**src/rtl/acc_round_sat.sv**
```systemverilog
module acc_round_sat #(
  parameter int HI_W  = 40,
  parameter int LO_W  = 16,
  parameter int SH_W  = 5,
  parameter int IDX_W = 4,
  parameter int OUT_W = 32,
  parameter int CMP_W = 44
) (
  input  logic                    clk,
  input  logic                    rst_n,
  input  logic                    start,
  input  logic [HI_W-1:0]         acc_hi,
  input  logic [LO_W-1:0]         acc_lo,
  input  logic signed [SH_W-1:0]  shamt,
  input  logic [IDX_W-1:0]        dst_idx,
  output logic                    wr_en_hi,
  output logic [IDX_W-1:0]        wr_idx_hi,
  output logic [OUT_W/2-1:0]      wr_data_hi,
  output logic                    wr_en_lo,
  output logic [IDX_W-1:0]        wr_idx_lo,
  output logic [OUT_W/2-1:0]      wr_data_lo,
  output logic                    flag_f0,
  output logic                    flag_f1
);
  localparam int ACC_W  = HI_W + LO_W;
  localparam int WIDE_W = ACC_W + 2**(SH_W-1);
  localparam int HALF_W = OUT_W / 2;
  localparam logic signed [CMP_W-1:0] MAX_V =
    {{(CMP_W-OUT_W+1){1'b0}}, {(OUT_W-1){1'b1}}};
  localparam logic signed [CMP_W-1:0] MIN_V =
    {{(CMP_W-OUT_W+1){1'b1}}, {(OUT_W-1){1'b0}}};
  localparam logic [WIDE_W-1:0] RND_V = WIDE_W'(1) << (LO_W-1);
  localparam logic [HALF_W-1:0] ONES_H = {HALF_W{1'b1}};
  localparam logic [HALF_W-1:0] ZERO_H = {HALF_W{1'b0}};
  localparam logic [HALF_W-1:0] TOP_H  = {1'b1, {(HALF_W-1){1'b0}}};

  logic signed [WIDE_W-1:0] ext_v, shf_v;
  logic        [WIDE_W-1:0] rnd_v;
  logic        [SH_W-1:0]   neg_amt;
  logic signed [CMP_W-1:0]  cmp_v;
  logic                     too_big, too_small;

  assign ext_v   = {{(WIDE_W-ACC_W){acc_hi[HI_W-1]}}, acc_hi, acc_lo};
  assign neg_amt = -shamt;
  assign shf_v   = shamt[SH_W-1] ? (ext_v >>> neg_amt) : (ext_v << shamt[SH_W-1:0]);
  assign rnd_v   = shf_v + RND_V;
  assign cmp_v   = rnd_v[LO_W +: CMP_W];
  assign too_big   = cmp_v > MAX_V;
  assign too_small = cmp_v < MIN_V;

  always_ff @(posedge clk) begin
    if (!rst_n) begin
      wr_en_hi   <= 1'b0;
      wr_en_lo   <= 1'b0;
      wr_idx_hi  <= '0;
      wr_idx_lo  <= '0;
      wr_data_hi <= '0;
      wr_data_lo <= '0;
      flag_f0    <= 1'b0;
      flag_f1    <= 1'b0;
    end else begin
      wr_en_hi <= start;
      wr_en_lo <= start;
      if (start) begin
        wr_idx_hi <= dst_idx;
        wr_idx_lo <= dst_idx + IDX_W'(1);
        flag_f1   <= flag_f0;
        flag_f0   <= too_big | too_small;
        if (too_big) begin
          wr_data_hi <= ~TOP_H;
          wr_data_lo <= ONES_H;
        end else if (too_small) begin
          wr_data_hi <= TOP_H;
          wr_data_lo <= ZERO_H;
        end else begin
          wr_data_hi <= cmp_v[HALF_W +: HALF_W];
          wr_data_lo <= cmp_v[0 +: HALF_W];
        end
      end
    end
  end

  p_pulse_on_start_r2: assert property (@(posedge clk) disable iff (!rst_n)
    start |=> (wr_en_hi && wr_en_lo));
  p_quiet_no_start_r2: assert property (@(posedge clk) disable iff (!rst_n)
    !start |=> (!wr_en_hi && !wr_en_lo));
  p_pair_index_r3: assert property (@(posedge clk) disable iff (!rst_n)
    wr_en_lo |-> (wr_idx_lo == wr_idx_hi + IDX_W'(1)));
  p_sat_bounds_r7: assert property (@(posedge clk) disable iff (!rst_n)
    (wr_en_hi && flag_f0) |->
      ((wr_data_hi == ~TOP_H && wr_data_lo == ONES_H) ||
       (wr_data_hi == TOP_H && wr_data_lo == ZERO_H)));
  p_f1_follows_r10: assert property (@(posedge clk) disable iff (!rst_n)
    start |=> (flag_f1 == $past(flag_f0)));
  p_flags_hold_r10: assert property (@(posedge clk) disable iff (!rst_n)
    !start |=> ($stable(flag_f0) && $stable(flag_f1)));
endmodule

```
**config.mk**
```make
export PLATFORM = sky130hd
export DESIGN_NAME = acc_round_sat
export DESIGN_NICKNAME = d
export VERILOG_FILES = /design/src/rtl/acc_round_sat.sv
export SDC_FILE = /design/constraint.sdc
export NUM_CORES = 1
export LEC_CHECK = 0
export ABC_CLOCK_PERIOD_IN_PS = 11000
export BUFFER_PORTS_ARGS = -buffer_cell sky130_fd_sc_hd__buf_2
export CORE_UTILIZATION = 45
export DETAILED_ROUTE_END_ITERATION = 8
export GPL_TIMING_DRIVEN = 0
export MAX_ROUTING_LAYER = met4
export PLACE_DENSITY = 0.75
export SYNTH_ARGS = -nofsm -noshare
export SYNTH_HDL_FRONTEND = slang
export SYNTH_SLANG_ARGS = --single-unit
```
**constraint.sdc**
```tcl
create_clock -name clk -period 11 [get_ports clk]
set_clock_uncertainty 0.2 [all_clocks]
set_input_delay 1.65 -clock clk [delete_from_list [all_inputs] [get_ports clk]]
set_output_delay 1.65 -clock clk [all_outputs]
set_load 0.02 [all_outputs]
```
* After elaboration in Yosys (flattened, before gate mapping)
Cells that the tools add are included.
** Cells by class
- $add $sub $neg :: 3
- Multiplexer cells :: 5
- Bitwise gates (word level) :: 1
- Order comparisons :: 2
- Shifts and indexed selects :: 2
** Operators with widths (count)
- 72-bit by 5-bit left shift with 60-bit output :: 1
- 16-bit two-way mux :: 4
- 60-bit by 16-bit adder with 60-bit output (second input constant) :: 1
- 60-bit two-way mux :: 1
- 56-bit by 5-bit >>> shifter with 60-bit output :: 1
- 44-bit by 32-bit > comparator with 1-bit output (second input constant) :: 1
- 44-bit by 32-bit < comparator with 1-bit output (second input constant) :: 1
- 5-bit negation :: 1
- 4-bit by 1-bit adder with 4-bit output (second input constant) :: 1
- 1-bit OR :: 1
** Storage, ports and cells
- Output and inout port bits :: 44
- Register bits after elaboration :: 43
- Input bits :: 68

* Depth between registers and ports, before layout
- Depth after elaboration :: 7
- Mapped depth :: 28

* Least setup slack after synthesis
No wires, ideal clock.
- Path type :: in2reg
- Start :: input port shamt[0]
- End :: register wr_data_lo[9]
- Setup slack :: 4.004 ns
- Cell stages on the path :: 26
- Data arrival time :: 6.677 ns
- Buffers on the path :: 10
- Library setup time :: 0.119 ns
- Cell sequence :: buf_2 buf_6 inv_1 buf_4 buf_4 buf_4 buf_4 ha_1 buf_4 buf_4 buf_4 mux2i_1 mux4_2 a221oi_1 a211o_1 ha_1 inv_1 a211oi_2 nand4b_2 or4_4 nor4_4 xnor2_1 nand2_1 a22o_1 buf_2 o221a_1
** On the way
- Cells in the longest elaborated chain, start to end :: 7
- Elaborated cells between the ends (all ways) :: 9
** RTL lines
- start, declared :: RTL line 14 : input logic signed [SH_W-1:0] shamt,
- 5-bit negation :: RTL line 44 : assign neg_amt = -shamt;
- 56-bit by 5-bit >>> shifter with 60-bit output :: RTL line 45 : assign shf_v = shamt[SH_W-1] ? (ext_v >>> neg_amt) : (ext_v << shamt[SH_W-1:0]);
- 60-bit two-way mux (*) :: RTL line 45
- 60-bit by 16-bit adder with 60-bit output (*) :: RTL line 46 : assign rnd_v = shf_v + RND_V;
- 44-bit by 32-bit < comparator with 1-bit output :: RTL line 49 : assign too_small = cmp_v < MIN_V;
- 16-bit two-way mux :: RTL line 72 : end else if (too_small) begin
- 16-bit two-way mux (*) :: RTL line 69 : if (too_big) begin
- end signal, assigned :: RTL line 77 : wr_data_lo <= cmp_v[0 +: HALF_W];
- end, declared :: RTL line 21 : output logic [OUT_W/2-1:0] wr_data_lo,
Mark *: on every way between the ends. The rest lies on a longest branch, timed or not.
A chain may end at the register's enable or synchronous reset.

* Worst setup path after layout
- Start :: input port shamt[0]
- End :: register wr_data_lo[1]
Same word-level chain as after synthesis.

==> results.json <==
{
  "powerDensity_nw_per_um2": 92.0,
  "status": "finished, final reports clean",
  "drv_slew": 0,
  "slew_headroom_pct": 15.9,
  "multi_input_area_sq_um": 7390,
  "ioPinCount": 112,
  "ys_warn_count": 0,
  "intPower_mw": 0.481,
  "syn2layout_area_growth_pct": 10.8,
  "fp.coreArea_sq_um": 19500,
  "regArea_sq_um": 861,
  "worst_r2r_endpoint": "flag_f0",
  "hold_class": "register to register",
  "clockRootBuffer": "clkbuf_16",
  "synth.area.top_cells": "mux4_2 (22%), mux2i_1 (14%), dfxtp_1 (9.6%)",
  "p_leak_nw": 3.97,
  "initialDrtViolationCount": 1024,
  "yosys.area.top_type_share_pct": 22.3,
  "grt_max_degree": 15,
  "numPortBuffers": 99,
  "vias": 9577,
  "grt_use_total_pct": 42.6,
  "first_pass_iters": 6,
  "async_flop_share_pct": 0,
  "viasPerCell": 7.12,
  "worstSkewPairLatency_ps": 270,
  "period_share_pct": 76.9,
  "utilization_pct": 50.9,
  "p_seq_share_pct": 19.2,
  "h-tree-depth": 2,
  "synth-seq-cells": 43,
  "cts_resized": 0,
  "worstSetupStartpointType": "primary input",
  "combPwrFrac_pct": 65.7,
  "power_switching_mw": 0.433,
  "worstPathMaxFanout": 10,
  "routedWlPerCell_um": 31.3,
  "fin_crit_ps": 8460,
  "grt_setup_unrepaired": "false",
  "crit_path_end_kind": "register",
  "overflow": 0,
  "clkPwrFrac_pct": 15.1,
  "worstSetupEndpoint": "wr_data_lo[1]",
  "worst_pin_slew_ps": 1250,
  "cts_max_path_buffers": 2,
  "grt_pass1_vias": 8985,
  "rrSetupSlack_ps": 10050,
  "cap_violations": 0,
  "seq_area_frac_synth_pct": 9.59,
  "hold_viol": 0,
  "crit_arrival_ps": 8480,
  "pre_cts_ws_ps": 2440,
  "switching_share_pct": 47.4,
  "syn_nets": 1045,
  "die_h_um": 143,
  "wirelength_um": 42100,
  "antenna_cells": 0,
  "syn_area_sq_um": 8970,
  "cts_buffers": 5,
  "drive_above_1_share_pct": 29.6,
  "synth-main-ff-cell": "dfxtp_1",
  "dp_hpwl_um": 34100,
  "final_cell_mix": "mux2i_1 (125), buf_2 (124), mux4_2 (89)",
  "antenna_left": 0,
  "fillers": 1877,
  "final_common_cell": "mux2i_1",
  "max_freq_mhz": 118,
  "synth_top_cell_by_area": "mux4_2",
  "final_nets": 1151,
  "drc_errors": 0,
  "ys_types": 92,
  "synth_edf_count": 0,
  "start_util_pct": 46.0,
  "cp_data_required_time_ps": 11020,
  "cts.clk_slew.worst_paths_ps": 60,
  "antenna_found_initial": 0,
  "postSynthCellCount": 974,
  "rows": 51,
  "r2r_cells": 2,
  "syn_area_per_cell_sq_um": 9.21,
  "post_cts_buffers": 0,
  "fin_ws_ps": 2540,
  "fin_tns_setup_ps": 0,
  "clkSinkCount": 43,
  "cp-startpoint": "shamt[0]",
  "grt_pass1_wl_um": 60500,
  "dieArea_sq_um": 20500,
  "setup_violations": 0,
  "finalWeightedCongestion": 1.05,
  "vdd.ir_drop.worst_mv": 0.0485,
  "die_x_um": 143,
  "cts_tree": "yes",
  "hold_buffers": 0,
  "path_class": "primary input to register",
  "timing.rr.start": "flag_f0"
}
[per-stage QoR]
stage,total power [mW],area [sq um],hold slack [ps],instances
final,0.915,9940,275,1346
after global routing,0.949,9940,295,1346
after CTS,0.894,9940,277,1346
after detailed placement,0.755,9800,267,1338
after global placement,0.759,9800,265,1338
after floorplan,0.565,8970,355,974
[critical path, stage by stage]
cell and delay [ps]:
buf_2 190, buf_6 180, inv_1 130, buf_4 290, buf_4 270, buf_4 270, buf_4 240, ha_1 170
buf_2 220, xor2_2 620, buf_2 500, buf_2 360, o211ai_1 130, a31oi_1 540, a21o_1 240, o22a_1 170
nand3_1 140, nor4_2 520, buf_2 310, a211oi_1 100, a31oi_1 170, and4_1 230, a22o_1 280, buf_2 270
o221a_1 220
[kinds of logic (layout without fill, tap and decap cells)]
family,Yosys count,in the layout,synth area share (%)
XOR/XNOR,37,37,3.70
adder cells (fa/ha/maj),3,3,0.418
flip-flops,43,43,9.59
AO/OA/AOI/OAI,251,251,21.6
buffers and inverters,120,227,8.03
AND/OR/NAND/NOR,272,272,16.0
multiplexers,248,248,40.7
[sequential cells by signal, indices dropped and copies added (netlist names)]
signal / flops
flag_f1: 1
wr_en_lo: 1
wr_data_hi: 16
flag_f0: 1
wr_idx_lo: 4
wr_data_lo: 16
wr_idx_hi: 4
[cells in the mapped netlist, types with 5 or more instances]
cell,n
mux2i_1,125
mux4_2,89
nand2_1,77
nor2_1,54
dfxtp_1,43
clkbuf_1,41
a21oi_1,37
mux2_2,30
nand3_1,30
o221a_1,30
o21ai_0,26
xnor2_1,26
buf_2,25
o22ai_1,25
buf_4,20
nor2b_1,17
nor3_1,16
a211oi_1,14
a22oi_1,13
and2_1,13
buf_6,12
inv_1,12
o211ai_1,12
and3_1,10
xor2_1,10
a31oi_1,9
nand4_1,8
o32ai_1,8
a21o_1,6
a22o_1,6
nand2b_1,6
nor4_1,5
o31ai_1,5
[worst min-delay path by stage]
stage	from	to	slack, ps	cells past startpoint
2_1_floorplan	wr_data_hi[15]	wr_data_hi[15]	360	2
5_1_grt	wr_data_hi[15]	wr_data_hi[15]	300	2
6_report	wr_data_hi[15]	wr_data_hi[15]	270	2
3_3_place_gp	wr_data_hi[15]	wr_data_hi[15]	270	2
3_5_place_dp	wr_data_hi[15]	wr_data_hi[15]	270	2
4_1_cts	wr_data_hi[15]	wr_data_hi[15]	280	2
[cell type report]
cell class / instances / share of cell area (%)
clock buffer: 5 / 1.26
timing repair buffer: 99 / 4.98
multi-input combinational: 811 / 74.3
inverter: 13 / 0.491
clock inverter: 3 / 0.201
sequential: 43 / 8.66
buffer: 107 / 6.76
tap: 265 / 3.33
[layer usage]
metal	vias up	track usage [%]	part of all wire, %
li1	4123	-	-
met1	4498	52.8	38
met2	790	64.6	44
met3	166	7.85	12
met4	0	25.2	6.8
met5	-	-	0
[power by group through the flow]
stage | clock, mW | combinational (mW) | sequential [mW]
final | 0.138 | 0.601 | 0.176
after global routing | 0.150 | 0.622 | 0.177
after CTS | 0.140 | 0.578 | 0.176
after detailed placement | 0 | 0.576 | 0.179
after global placement | 0 | 0.580 | 0.179
after floorplan | 0 | 0.370 | 0.194
Power figures use the tool's default switching activity.
